--- config.mk ---
export PLATFORM = sky130hd
export DESIGN_NAME = pc_unit
export DESIGN_NICKNAME = d
export VERILOG_FILES = /design/src/rtl/pc_unit.sv
export SDC_FILE = /design/constraint.sdc
export NUM_CORES = 1
export LEC_CHECK = 0
export ABC_AREA = 1
export BUFFER_PORTS_ARGS = -buffer_cell sky130_fd_sc_hd__buf_4
export CORE_ASPECT_RATIO = 1.1
export CORE_MARGIN = 2
export CORE_UTILIZATION = 59
export CTS_BUF_LIST = sky130_fd_sc_hd__clkbuf_8 sky130_fd_sc_hd__clkbuf_16
export DETAILED_ROUTE_END_ITERATION = 16
export MAX_ROUTING_LAYER = met4
export PLACE_DENSITY_LB_ADDON = 0.05
export SYNTH_ARGS = -nofsm -noshare
export SYNTH_HDL_FRONTEND = slang
export SYNTH_SLANG_ARGS = --single-unit
--- constraint.sdc ---
create_clock -name clk -period 2.75 [get_ports clk]
set_clock_uncertainty 0.2 [all_clocks]
set_input_delay 0.4125 -clock clk [delete_from_list [all_inputs] [get_ports clk]]
set_output_delay 0.4125 -clock clk [all_outputs]
set_load 0.05 [all_outputs]
--- src/rtl/pc_unit.sv ---
module pc_unit #(
  parameter int PC_W      = 13,
  parameter int LO_W      = 8,
  parameter int TGT_W     = 11,
  parameter int STK_DEPTH = 8,
  parameter int MEM_WORDS = 1024,
  parameter int IRQ_VEC   = 4
) (
  input  logic                 clk,
  input  logic                 rst_n,
  input  logic                 step_en,
  input  logic                 jump_en,
  input  logic                 call_en,
  input  logic [TGT_W-1:0]     target,
  input  logic                 lo_wr,
  input  logic [LO_W-1:0]      lo_data,
  input  logic                 ret_en,
  input  logic                 irq_en,
  input  logic                 hi_wr,
  input  logic [PC_W-LO_W-1:0] hi_data,
  output logic [PC_W-1:0]      pc,
  output logic [PC_W-1:0]      fetch_addr
);
  localparam int HI_W  = PC_W - LO_W;
  localparam int PAGE_W = PC_W - TGT_W;
  localparam int SP_W  = $clog2(STK_DEPTH);
  localparam logic [PC_W-1:0] MASK = PC_W'(MEM_WORDS - 1);
  localparam logic [PC_W-1:0] VEC  = PC_W'(IRQ_VEC);

  logic [HI_W-1:0] hi_q;
  logic [PC_W-1:0] stk [STK_DEPTH];
  logic [SP_W-1:0] sp;
  logic [PC_W-1:0] pc_nxt;

  wire [PC_W-1:0] pc_inc   = pc + 1'b1;
  wire [PC_W-1:0] jmp_tgt  = {hi_q[HI_W-1 -: PAGE_W], target};
  wire [PC_W-1:0] lo_tgt   = {hi_q, lo_data};
  wire [SP_W-1:0] sp_dn    = sp - 1'b1;
  wire            do_pop   = ret_en & ~irq_en;
  wire            do_push  = irq_en | (call_en & ~ret_en);
  wire [PC_W-1:0] push_val = irq_en ? pc : pc_inc;

  always_comb begin
    if (irq_en)                 pc_nxt = VEC;
    else if (ret_en)            pc_nxt = stk[sp_dn];
    else if (call_en | jump_en) pc_nxt = jmp_tgt;
    else if (lo_wr)             pc_nxt = lo_tgt;
    else if (step_en)           pc_nxt = pc_inc;
    else                        pc_nxt = pc;
  end

  always_ff @(posedge clk or negedge rst_n) begin
    if (!rst_n) begin
      pc   <= '0;
      hi_q <= '0;
      sp   <= '0;
    end else begin
      pc <= pc_nxt;
      if (hi_wr) hi_q <= hi_data;
      if (do_pop)       sp <= sp_dn;
      else if (do_push) sp <= sp + 1'b1;
    end
  end

  always_ff @(posedge clk or negedge rst_n) begin
    if (!rst_n) begin
      for (int i = 0; i < STK_DEPTH; i++) stk[i] <= '0;
    end else if (do_push & ~do_pop) begin
      stk[sp] <= push_val;
    end
  end

  assign fetch_addr = pc & MASK;
endmodule


**Word level (Yosys, flattened, before mapping)**

Index checks and enable logic that the tools add are counted.

- Add/subtract/negate cells: 3
- $mul: 0
- Div/mod/pow operators: 0
- Order comparisons: 3
- Equal/unequal tests: 0
- Shift operators: 0
- Muxes and demuxes: 14
- Bitwise gates (word level): 10
- Reductions and logical operators: 3

Operators by type and width:

| kind | count |
|---|---|
| two-way mux 13 bit | 9 |
| bitwise mux 104 bit | 1 |
| binary-select mux 13 bit (select 3 bit) | 1 |
| demux 13 bit (select 3 bit) | 1 |
| adder 13 x 1 -> 13 bit, second input constant | 1 |
| >= comparator 4 bit, second input constant | 2 |
| NOT 3 -> 4 bit | 2 |
| two-way mux 3 bit | 2 |
| nonzero test 5 bit | 1 |
| < comparator 4 x 1 -> 1 bit, second input constant | 1 |
| adder 3 x 1 -> 3 bit, second input constant | 1 |
| AND 1 bit | 3 |
| NOT 1 bit | 3 |
| subtractor 3 x 1 -> 3 bit, second input constant | 1 |
| OR 1 bit | 2 |
| nonzero test 2 bit | 1 |
| logical AND 1 bit | 1 |

- Flip-flop bits (word level): 125
- Bits in latches: 0
- RAM bits: 0
- ROM bits: 0
- Input bits: 33
- Output and inout bits: 26
- Logic and storage cells: 44
- Memories: 0

**Depth between registers and ports, before layout**

Gate-level depths: netlist of run 1.

- Depth in word-level cells: 7
- Gate-level depth with buffers: 14
- Mapped depth without buffers: 11

**Least setup slack after synthesis of run 1**

No wires, ideal clock.

- Path type: reg-to-reg
- Start: register sp[0]
- End: register pc[4]
- Library setup time: 0.125 ns
- Arrival time: 1.945 ns
- Data required time: 2.425 ns
- Path slack: 0.480 ns
- Cell stages (with the launch flop): 13
- Path buffers: 4
- Period minus slack after synthesis: 2.270 ns
- Cells stage by stage: dfrtp_1 buf_4 inv_2 buf_6 buf_2 ha_1 inv_1 clkbuf_1 nand3_1 nand2_1 nor2_1 a31oi_1 a21oi_1

- Cells in the longest elaborated chain, start to end: 7

Ends and longest elaborated chain:

| item | line | text |
|---|---|---|
| from (decl) | 32 | `logic [SP_W-1:0] sp;` |
| from (signal assigned) | 60 | `if (do_pop) sp <= sp_dn;` |
| from (signal assigned) | 61 | `else if (do_push) sp <= sp + 1'b1;` |
| subtractor 3 x 1 -> 3 bit | 38 | `wire [SP_W-1:0] sp_dn = sp - 1'b1;` |
| net sp_dn[0] | 38 |  |
| NOT 3 -> 4 bit (implied by the code) | 45 | `else if (ret_en) pc_nxt = stk[sp_dn];` |
| binary-select mux 13 bit (select 3 bit) | 45 |  |
| two-way mux 13 bit (implied by the code) (2 in a row) | 45 |  |
| two-way mux 13 bit | 45 |  |
| two-way mux 13 bit | 44 | `if (irq_en) pc_nxt = VEC;` |
| to (signal assigned) | 58 | `pc <= pc_nxt;` |
| to (decl) | 21 | `output logic [PC_W-1:0] pc,` |

The timed path passes the listed nets, and every way through them passes these cells. The select of a mux whose other input is x is not followed.
A chain may end at the register's enable or synchronous reset.

**Worst setup path after layout of run 1**

- Start: register pc[0]
- End: register stk[88] in the netlist's numbering

- Cells in the longest elaborated chain, start to end: 3

Ends and longest elaborated chain:

| item | line | text |
|---|---|---|
| adder 13 x 1 -> 13 bit | 35 | `wire [PC_W-1:0] pc_inc = pc + 1'b1;` |
| two-way mux 13 bit | 41 | `wire [PC_W-1:0] push_val = irq_en ? pc : pc_inc;` |
| bitwise mux 104 bit | 69 | `stk[sp] <= push_val;` |
| to (signal, indexed assignment) | 69 |  |
| to (decl) | 31 | `logic [PC_W-1:0] stk [STK_DEPTH];` |

No other way between the ends.

==> impl_metrics.tcl, run 1 <==
set metrics [dict create \
    fin_setup_tns_ns 0 \
    slew_headroom 0.250 \
    critPathMaxFanout 8 \
    post_synthesis_to_final_layout_area_growth_pct 15.6 \
    grt_antenna_before_repair 0 \
    worst_path_max_delay_cell "dfrtp_1" \
    crit_path_start_kind "register" \
    detail_route.wl_per_cell_um 17.7 \
    p_sw_uw 4860 \
    hold_path.class "in2reg" \
    synth-warning-count 0 \
    cts.htree.levels 4 \
    drt_iter0_drcs 827 \
    die_area_um2 12500 \
    drive_gt1_frac 0.168 \
    cts.repair.resized 0 \
    clk_path_buf_depth 2 \
    critical_setup_path_class "reg2reg" \
    postSynthCellCount 912 \
    maxClockFrequency_ghz 0.429 \
    post_layout_nonfiller_instances 1112 \
    postCtsHoldBufs 1 \
    hold-path-endpoint "hi_q[4]" \
    i_o_pins 59 \
    timing.max_cap.violations 0 \
    grt_max_degree 62 \
    port_buffers 55 \
    tightestPinTransition_ns 1.11 \
    start_util 0.602 \
    layout.core_utilization 0.696 \
    worstReg2RegStart "pc[0]" \
    ys_seq_area_frac 0.456 \
    route.vias.total 6412 \
    critical_path.n_buffers_inverters 0 \
    power.combinational.fraction 0.463 \
    finish.instance_area_um2 7930 \
    placedCellCount 1079 \
    avgViaCountPerCell 5.77 \
    worstSkewPairLatency_ns 0.41 \
    syn_area_per_cell_um2 7.52 \
    globalplace.congestion 0.972 \
    crit_path_end_kind "register" \
    global_route_wire_length_before_repair_mm 31.6 \
    track_usage 0.340 \
    die_width_um 107 \
    placementRows 41 \
    worst_ep_arrival_time_ns 2.41 \
    hold_path_depth 3 \
    cts.sink_count 125 \
    cp_cell_sequence "ha_1, nand2_1, nor2_2, nand3_1, nand2_1, nand2_1, nand3_1, o21ai_0" \
    clockPowerShare 0.233 \
    final_net_count 985 \
    power_density_nw_per_um2 1340 \
    core_area_um2 11400 \
    cp_top_family "simple AND/OR/NAND/NOR gates" \
    tritoncts "done" \
    r2r_end "stk[88]" \
    placed_cell_area_um2 7260 \
    r2r_setup_slack_ns 0.42 \
    synth_seq_cells 125 \
    rsz0062_at_grt "no" \
    grt_remaining_overflow 0 \
    most_frequent_cell_on_critical_path "nand2_1" \
    period_share 0.848 \
    cts_made_buffers 17 \
    final_hpwl_from_detailed_placement_mm 13.3 \
    cts.repair_timing.setup_buffer_count 0 \
    drt.antenna.violating_nets 0 \
    timing.hold.worst.start "hi_data[4]" \
    detail_route.first_pass.iterations 5 \
    overall_power_of_the_completed_layout_uw 10600 \
    post_route_drc_violation_count 0 \
    final-hold-violation-count 0 \
    sequentialPowerShare 0.304 \
    ir_drop_v 0.000679 \
    antenna_cells_inserted 0 \
    setup_violations 0 \
    die_h_um 117 \
    cts.root.buffer_cell "clkbuf_16" \
    p_int_uw 5750 \
    synth_cell_types 34 \
    synth.cell_area_um2 6860 \
    timing.final.max_slew_violations 0 \
    swShare 0.458 \
    grt_pass1_vias 6120 \
    worst_ep_required_time_ns 2.83 \
    clk_pin_slew_ns 0.06 \
    p_leak_uw 0.00393 \
    period_minus_slack_ns 2.33 \
    run_status "completed" \
    slowest_delay_ns 0.54 \
    worstRegToRegCells 8 \
    routed_wire_length_mm 19.7 \
]
[synth_stat cells]
cell type	n	area [um2]
inv_2	16	60.1
clkbuf_1	8	30.0
nand3_2	1	10.0
nand4_1	4	25.0
nor2_2	3	18.8
o21ai_4	1	16.3
xnor2_1	1	8.76
buf_4	18	135
xnor2_2	1	16.3
inv_1	59	221
nor2_4	9	101
buf_2	19	95.1
clkbuf_2	1	5.00
nand3_1	77	385
o21ai_0	71	355
o21ai_1	32	160
a22oi_1	1	7.51
o21ai_2	10	87.6
a31oi_1	10	62.6
o211ai_1	5	37.5
buf_1	1	3.75
a21oi_1	36	180
nor2_8	2	40.0
a21oi_2	1	8.76
conb_1	1	3.75
dfrtp_1	125	3130
nand2_4	3	33.8
inv_6	1	8.76
nand2_1	303	1140
ha_1	3	37.5
xor2_1	3	26.3
buf_6	8	90.1
nand2_2	11	68.8
nor2_1	67	251
[power groups by stage]
| stage | Combinational (uW) | Sequential [uW] | Clock (uW) |
|---|---|---|---|
| 4_1_cts | 4820 | 3210 | 2480 |
| 5_1_grt | 5370 | 3310 | 2560 |
| 2_1_floorplan | 3300 | 3320 | 0 |
| 3_3_place_gp | 4680 | 3190 | 0 |
| 6_report | 4910 | 3230 | 2470 |
| 3_5_place_dp | 4770 | 3220 | 0 |
[final cells by class]
| class | instances | area (um2) |
|---|---|---|
| clock buffer | 21 | 480 |
| fill | 965 | 3460 |
| tap | 150 | 188 |
| multi-input combinational | 658 | 3090 |
| sequential | 125 | 3130 |
| clock inverter | 11 | 179 |
| inverter | 76 | 290 |
| timing repair buffer | 71 | 573 |
[sequential cells by signal, summed over array words and instances (netlist names)]
name,flops
pc,13
sp,3
hi_q,5
stk,104
[cells by family (layout without fill, tap and decap cells)]
kind of cell	after synthesis	count (layout)	share of synthesized area
AND/OR/NAND/NOR	480	480	0.302
AO/OA/AOI/OAI	167	167	0.134
flip-flops	125	125	0.456
other	1	3	0.000547
XOR/XNOR	5	5	0.00748
buffers and inverters	131	179	0.0947
adder cells (fa/ha/maj)	3	3	0.00547
[worst register-to-register path, cell delays in order (launching register included)]
cell and delay [ns]:
dfrtp_1 0.54, ha_1 0.29, nand2_1 0.12, nor2_2 0.32, nand3_1 0.16, nand2_1 0.10, nand2_1 0.21, nand3_1 0.16
o21ai_0 0.10
[worst max-delay path by stage]
stage                     start      end  cells after the start
final                     pc[0]  stk[88]                      8
after global routing      pc[0]  stk[88]                      9
after CTS                 pc[0]  stk[88]                      8
after detailed placement  pc[0]  stk[36]                      8
after global placement    pc[1]  stk[75]                      8
after floorplan           sp[0]    pc[4]                     12
[metal layers]
layer / track usage / wire length [um] / up-vias
met1: 0.449 / 8320 / 3029
met5: - / 0 / -
met2: 0.527 / 9070 / 337
met3: 0.0642 / 1690 / 54
met4: 0.127 / 559 / 0
li1: - / - / 2992
[cell usage in the layout, fill, tap and decap left out]
cell type	n
nand2_2	11
o21ai_1	32
ha_1	3
a21oi_2	1
clkbuf_16	17
inv_2	16
xor2_1	3
nand2_1	303
inv_1	59
o21ai_0	71
a22oi_1	1
clkinv_4	2
nor2_4	9
inv_6	4
buf_4	67
a21oi_1	36
bufinv_16	4
dlygate4sd3_1	1
o21ai_4	1
nor2_1	67
a31oi_1	10
nand3_1	77
clkbuf_8	4
xnor2_1	1
xnor2_2	1
o211ai_1	5
nor2_8	2
nand2_4	3
nand3_2	1
nand4_1	4
nor2_2	3
dfrtp_1	124
dfrtp_2	1
buf_12	3
o21ai_2	10
conb_1	3
clkinvlp_4	2
[stage by stage]
step	hold WS (ns)	worst slack (ns)
after floorplan	-0.0831	0.480
after global placement	0.217	0.486
after detailed placement	0.226	0.464
after CTS	0.00484	0.416
after global routing	0.0207	0.247
final	0.00922	0.419
Power figures use the tool's default switching activity.
==> run 2: changes to the inputs <==
--- a/config.mk
+++ b/config.mk
@@ -5,11 +5,11 @@
 export SDC_FILE = /design/constraint.sdc
 export NUM_CORES = 1
 export LEC_CHECK = 0
-export ABC_AREA = 1
+export ABC_AREA = 0
 export BUFFER_PORTS_ARGS = -buffer_cell sky130_fd_sc_hd__buf_4
 export CORE_ASPECT_RATIO = 1.1
 export CORE_MARGIN = 2
-export CORE_UTILIZATION = 59
+export CORE_UTILIZATION = 54
 export CTS_BUF_LIST = sky130_fd_sc_hd__clkbuf_8 sky130_fd_sc_hd__clkbuf_16
 export DETAILED_ROUTE_END_ITERATION = 16
 export MAX_ROUTING_LAYER = met4
==> constraint.sdc (replaced) <==
create_clock -name clk -period 2 [get_ports clk]
set_clock_uncertainty 0.2 [all_clocks]
set_input_delay 0.3 -clock clk [delete_from_list [all_inputs] [get_ports clk]]
set_output_delay 0.3 -clock clk [all_outputs]
set_load 0.05 [all_outputs]
==> run 2 against run 1 <==
Against the previous run: the run now ends with negative setup slack left; setup slack worse by 0.47 ns; synthesized area down 8.2%; final cell count down 20%; clock power up 17%; global-route usage down 3.5 points; critical path depth down 1; cell area up 1.9%; count of clock-buffer cells in the layout down 1; non-clock buffer count up 82; utilization up 1.0 points; via count down 20%; critical path type unchanged.
==> impl_metrics.tcl, run 2 <==
set metrics [dict create \
    maxClockFrequency_ghz 0.488 \
    placed_cell_area_um2 7210 \
    synth_seq_cells 125 \
    overall_power_of_the_completed_layout_uw 13000 \
    dp_worst_setup_slack_ns -0.190 \
    synth_cell_types 55 \
    largest_cells_by_area_after_synthesis "dfrtp_1 50%, o21ai_0 8.0%, nand2_1 7.0%" \
    placementRows 41 \
    layout_commonest_cell "buf_4" \
    largestRegisters "stk: 104 flops, pc: 13 flops, hi_q: 5 flops" \
    clk_path_buf_depth 2 \
    antenna_cells_inserted 0 \
    worst_setup_path_startpoint "sp[0]" \
    cp_num_cells 7 \
    die_h_um 117 \
    register_with_the_most_flip_flops "stk" \
    timing.final.max_slew_violations 0 \
    crit_path_start_kind "register" \
    cts.root.buffer_cell "clkbuf_16" \
    detail_route.wl_per_cell_um 19.5 \
    period_share 1.02 \
    worstRegToRegCells 7 \
    cts.htree.levels 4 \
    ir_drop_v 0.000698 \
    worstReg2RegStart "sp[0]" \
    layout.area.seq_um2 3140 \
    cp_cell_sequence "inv_4, ha_4, xnor2_1, nor2_4, a22o_1, nor4_1, nor3_1" \
    detail_route.first_pass.iterations 5 \
    globalplace.congestion 0.912 \
    slowest_delay_ns 0.41 \
    post_synthesis_to_final_layout_area_growth_pct 28.3 \
    setup_violations 5 \
    drt.antenna.violating_nets 0 \
    route.vias.total 5161 \
    core_area_um2 11400 \
    tritoncts "done" \
    largest_register_ffs 104 \
    number_of_fillers_in_the_final_layout 874 \
    final-hold-violation-count 0 \
    hold_path.class "in2reg" \
    ys_seq_area_frac 0.497 \
    critPathMaxFanout 7 \
    timing.max_cap.violations 0 \
    grt_antenna_before_repair 0 \
    drt_iter0_drcs 381 \
    crit_end "pc[12]" \
    die_area_um2 12500 \
    mostFrequentLayoutCells "130 x buf_4, 118 x nand2_1, 115 x dfrtp_1" \
    worst_ep_required_time_ns 2.09 \
    track_usage 0.304 \
    cts.sink_count 125 \
    routed_wire_length_mm 17.4 \
    final_net_count 766 \
    cp_top_family "simple AND/OR/NAND/NOR gates" \
    r2r_end "pc[12]" \
    ys_dominant_reg_cell "dfrtp_1" \
    final_critical_path_setup_slack_ns -0.0488 \
    netlist.top_cell.by_area "dfrtp_1" \
    fin_setup_tns_ns -0.120 \
    tightestPinTransition_ns 0.575 \
    postSynthCellCount 607 \
    power_density_nw_per_um2 1610 \
    count_of_flip_flops_with_a_built_in_enable_after_synthesis 0 \
    grt_remaining_overflow 0 \
    final_hpwl_from_detailed_placement_mm 11.9 \
    finish.instance_area_um2 8080 \
    i_o_pins 59 \
    clk_pin_slew_ns 0.05 \
    layout.core_utilization 0.706 \
    synth.cell_area_um2 6300 \
    avgViaCountPerCell 5.78 \
    grt_max_degree 41 \
    worst_ep_arrival_time_ns 2.14 \
    die_width_um 107 \
    run_status "finished with violations" \
    hold_path_depth 2 \
    port_buffers 55 \
    netlist_top_cells_count "125 x dfrtp_1, 118 x nand2_1, 101 x o21ai_0" \
    grt_pass1_vias 5035 \
    worst_path_max_delay_cell "dfrtp_2" \
    yosysTopAreaCellShare 0.497 \
    critical_path.n_buffers_inverters 1 \
    drive_gt1_frac 0.301 \
    crit_path_end_kind "register" \
    worstSkewPairLatency_ns 0.42 \
    failed_checks "negative setup slack" \
    async_reset_ff_frac 1.00 \
    start_util 0.550 \
    r2r_setup_slack_ns -0.05 \
    most_instantiated_library_cell_after_synthesis "dfrtp_1" \
    p_leak_uw 0.00364 \
    period_minus_slack_ns 2.05 \
    multiInputGateArea_um2 2910 \
    cts_made_buffers 17 \
    synth-warning-count 0 \
    slew_headroom 0.615 \
    post_route_drc_violation_count 0 \
    rsz0062_at_grt "yes" \
    syn_area_per_cell_um2 10.4 \
    global_route_wire_length_before_repair_mm 27.4 \
    critical_setup_path_class "reg2reg" \
]
## run 2: layer usage
layer,wire length (um),share of wire,up-vias,GRT usage
met1,7660,0.44,2533,0.404
li1,-,-,2389,-
met5,0,0,-,-
met4,506,0.029,0,0.113
met2,8170,0.47,194,0.477
met3,1070,0.061,45,0.0520
## run 2: area by class of cell
class,count,area share
Inverter,7,0.00356
Tap cell,150,0.0232
Timing Repair Buffer,153,0.154
Clock inverter,12,0.0121
Multi-Input combinational cell,426,0.361
Clock buffer,20,0.0577
Sequential cell,125,0.389
## run 2: stage by stage
stage / hold WS [ns] / instances
6_report: 0.0244 / 893
5_1_grt: 0.0373 / 893
4_1_cts: 0.0195 / 885
2_1_floorplan: -0.196 / 609
3_3_place_gp: 0.0975 / 838
3_5_place_dp: 0.104 / 838
## run 2: power breakdown
part	switching [uW]	internal (uW)	leakage, uW
logic	3200	2670	0.00176
clock network	1110	1790	0.000281
registers	677	3540	0.00160
## run 2: cell families (layout without fill, tap and decap cells)
kind of cell,count (synthesis),count (layout),synth area share
AO/OA/AOI/OAI,158,158,0.142
XOR/XNOR,22,22,0.0306
adder cells (fa/ha/maj),3,3,0.00596
buffers and inverters,58,192,0.0612
flip-flops,125,125,0.497
multiplexers,36,36,0.120
other,1,3,0.000595
AND/OR/NAND/NOR,204,204,0.143
## run 2: how the worst min path moves through the flow
stage                          to  slack (ns)  startpoint
after floorplan           hi_q[0]       -0.20       rst_n
after global placement    stk[79]         0.1       rst_n
after detailed placement  stk[79]        0.10       rst_n
after CTS                   sp[1]        0.02      ret_en
after global routing        sp[1]        0.04      ret_en
final                       sp[1]        0.02      ret_en
## run 2: timing repair
item                       CTS  global route
buffers inserted             0             8
hold buffers                15             0
setup endpoints to repair   12            37
gates resized for setup      6            17
pin swaps                    2             5
hold endpoints to repair    40             0
## run 2: worst register-to-register path: cells and delay by family, from the launching register on
family | cells | cell delay, ns
AND/OR/NAND/NOR | 3 | 0.50
adder cells (fa/ha/maj) | 1 | 0.17
buffers and inverters | 1 | 0.05
flip-flops | 1 | 0.41
XOR/XNOR | 1 | 0.35
AO/OA/AOI/OAI | 1 | 0.25
==> run 3: changes to the inputs <==
--- a/config.mk
+++ b/config.mk
@@ -9,7 +9,7 @@
 export BUFFER_PORTS_ARGS = -buffer_cell sky130_fd_sc_hd__buf_4
 export CORE_ASPECT_RATIO = 1.1
 export CORE_MARGIN = 2
-export CORE_UTILIZATION = 54
+export CORE_UTILIZATION = 45
 export CTS_BUF_LIST = sky130_fd_sc_hd__clkbuf_8 sky130_fd_sc_hd__clkbuf_16
 export DETAILED_ROUTE_END_ITERATION = 16
 export MAX_ROUTING_LAYER = met4
==> run 3 against run 2 <==
Against the previous run: the flow still finishes with violations (negative setup slack); non-clock buffer count is 4 lower; first-iteration DRC count is 21% lower; final cell count is 3.7% higher; hold slack better by 0.048 ns; largest cell class unchanged; largest power group unchanged.
==> impl_metrics.tcl, run 3 (synthesis results as in run 2) <==
set metrics [dict create \
    setup_violations 6 \
    post_route_drc_violation_count 0 \
    power_density_nw_per_um2 1620 \
    core_area_um2 13700 \
    drt_iter0_drcs 302 \
    number_of_fillers_in_the_final_layout 1187 \
    tightestPinTransition_ns 0.607 \
    drive_gt1_frac 0.310 \
    critPathMaxFanout 7 \
    routed_wire_length_mm 17.7 \
    cts.root.buffer_cell "clkbuf_16" \
    grt_antenna_before_repair 0 \
    global_route_wire_length_before_repair_mm 27.6 \
    ir_drop_v 0.000832 \
    largestRegisters "stk: 104 flops, pc: 13 flops, hi_q: 5 flops" \
    cts.htree.levels 4 \
    r2r_end "pc[1]" \
    timing.final.max_slew_violations 0 \
    tritoncts "done" \
    period_minus_slack_ns 2.11 \
    worst_ep_required_time_ns 2.10 \
    critical_setup_path_class "reg2reg" \
    timing.hold.worst.start "call_en" \
    grt_pass1_vias 4850 \
    worstReg2RegStart "sp[0]" \
    failed_checks "negative setup slack" \
    grt_remaining_overflow 0 \
    placed_cell_area_um2 7290 \
    mostFrequentLayoutCells "118 x nand2_1, 116 x buf_4, 115 x dfrtp_1" \
    grt_max_degree 39 \
    avgViaCountPerCell 5.39 \
    overall_power_of_the_completed_layout_uw 13400 \
    run_status "finished with violations" \
    final_critical_path_setup_slack_ns -0.105 \
    final_net_count 762 \
    placementRows 45 \
    slew_headroom 0.593 \
    worst_setup_path_startpoint "sp[0]" \
    worstRegToRegCells 6 \
    layout_commonest_cell "nand2_1" \
    die_area_um2 15000 \
    register_with_the_most_flip_flops "stk" \
    cts.sink_count 125 \
    worst_ep_arrival_time_ns 2.21 \
    drt.antenna.violating_nets 0 \
    maxClockFrequency_ghz 0.475 \
    i_o_pins 59 \
    clk_path_buf_depth 2 \
    p_leak_uw 0.00365 \
    hold-path-endpoint "sp[0]" \
    die_width_um 117 \
    detail_route.first_pass.iterations 4 \
    start_util 0.458 \
    final_hpwl_from_detailed_placement_mm 11.7 \
    crit_path_end_kind "register" \
    post_synthesis_to_final_layout_area_growth_pct 31.2 \
    hold_path_depth 3 \
    period_share 1.05 \
    r2r_setup_slack_ns -0.11 \
    hold_path.class "in2reg" \
    port_buffers 55 \
    die_h_um 128 \
    crit_path_start_kind "register" \
    dp_worst_setup_slack_ns -0.123 \
    detail_route.wl_per_cell_um 19.1 \
    track_usage 0.259 \
    clk_pin_slew_ns 0.05 \
    antenna_cells_inserted 0 \
    worstSkewPairLatency_ns 0.42 \
    finish.instance_area_um2 8260 \
    rsz0062_at_grt "yes" \
    timing.max_cap.violations 0 \
    route.vias.total 4987 \
    largest_register_ffs 104 \
    cts_made_buffers 17 \
    final.hold.worst_slack_ns 0.0721 \
    final-hold-violation-count 0 \
    globalplace.congestion 0.901 \
]
run 3: changes by cell type in the layout (fill, tap and decap cells not counted), moves of 3 or more:
cell | previous run | this run
buf_4 | 130 | 116
buf_12 | 3 | 12
mux4_1 | 14 | 7
mux4_2 | 10 | 17
clkinv_2 | 4 | 1
nor3_1 | 10 | 7
nor3_2 | 2 | 5
run 3: cell type report:
cell class | count | area, um2 | share of cell area
Clock inverter | 9 | 95.1 | 0.0115
Tap cell | 188 | 235 | 0.0285
Clock buffer | 22 | 494 | 0.0598
Multi-Input combinational cell | 426 | 2930 | 0.354
Inverter | 7 | 28.8 | 0.00348
Timing Repair Buffer | 149 | 1340 | 0.162
Sequential cell | 125 | 3140 | 0.380
run 3: worst max-delay path by stage:
| stage | endpoint | cells past startpoint |
|---|---|---|
| 2_1_floorplan | pc[12] | 8 |
| 3_3_place_gp | pc[12] | 5 |
| 3_5_place_dp | pc[12] | 5 |
| 4_1_cts | pc[1] | 6 |
| 5_1_grt | pc[1] | 6 |
| 6_report | pc[1] | 6 |
run 3: critical path, stage by stage, from the launching register on:
cell,delay (ns)
dfrtp_2,0.42
inv_4,0.05
ha_4,0.33
buf_6,0.15
mux4_4,0.45
a221oi_4,0.30
o21ai_1,0.08
run 3: metal layers:
metal,routed length [um],vias to the layer above,GRT usage
met5,0,-,-
met4,320,0,0.0941
met3,1020,26,0.0563
met2,8090,165,0.372
met1,8240,2420,0.366
li1,-,2376,-
run 3: metrics by stage:
step / utilization / TNS, ns / instances
finish: 0.602 / -0.301 / 926
global route: 0.602 / -0.944 / 926
CTS: 0.595 / -0.211 / 924
detailed placement: 0.531 / -0.679 / 865
global placement: 0.531 / -0.230 / 865
floorplan: - / -0.215 / 609
run 3: timing repair:
| action | 4_1_cts | 5_1_grt |
|---|---|---|
| endpoints found under the hold margin | 41 | 0 |
| gates cloned | 1 | 0 |
| pin swaps | 6 | 6 |
| setup endpoints to repair | 12 | 41 |
| hold buffers | 17 | 0 |
| resized for setup | 21 | 18 |
| setup buffers | 10 | 3 |
run 3: power breakdown:
part / internal [uW] / switching [uW] / total (uW)
sequential: 3540 / 661 / 4210
combinational: 2800 / 3350 / 6150
clock: 1970 / 1070 / 3040
total: 8310 / 5080 / 13400
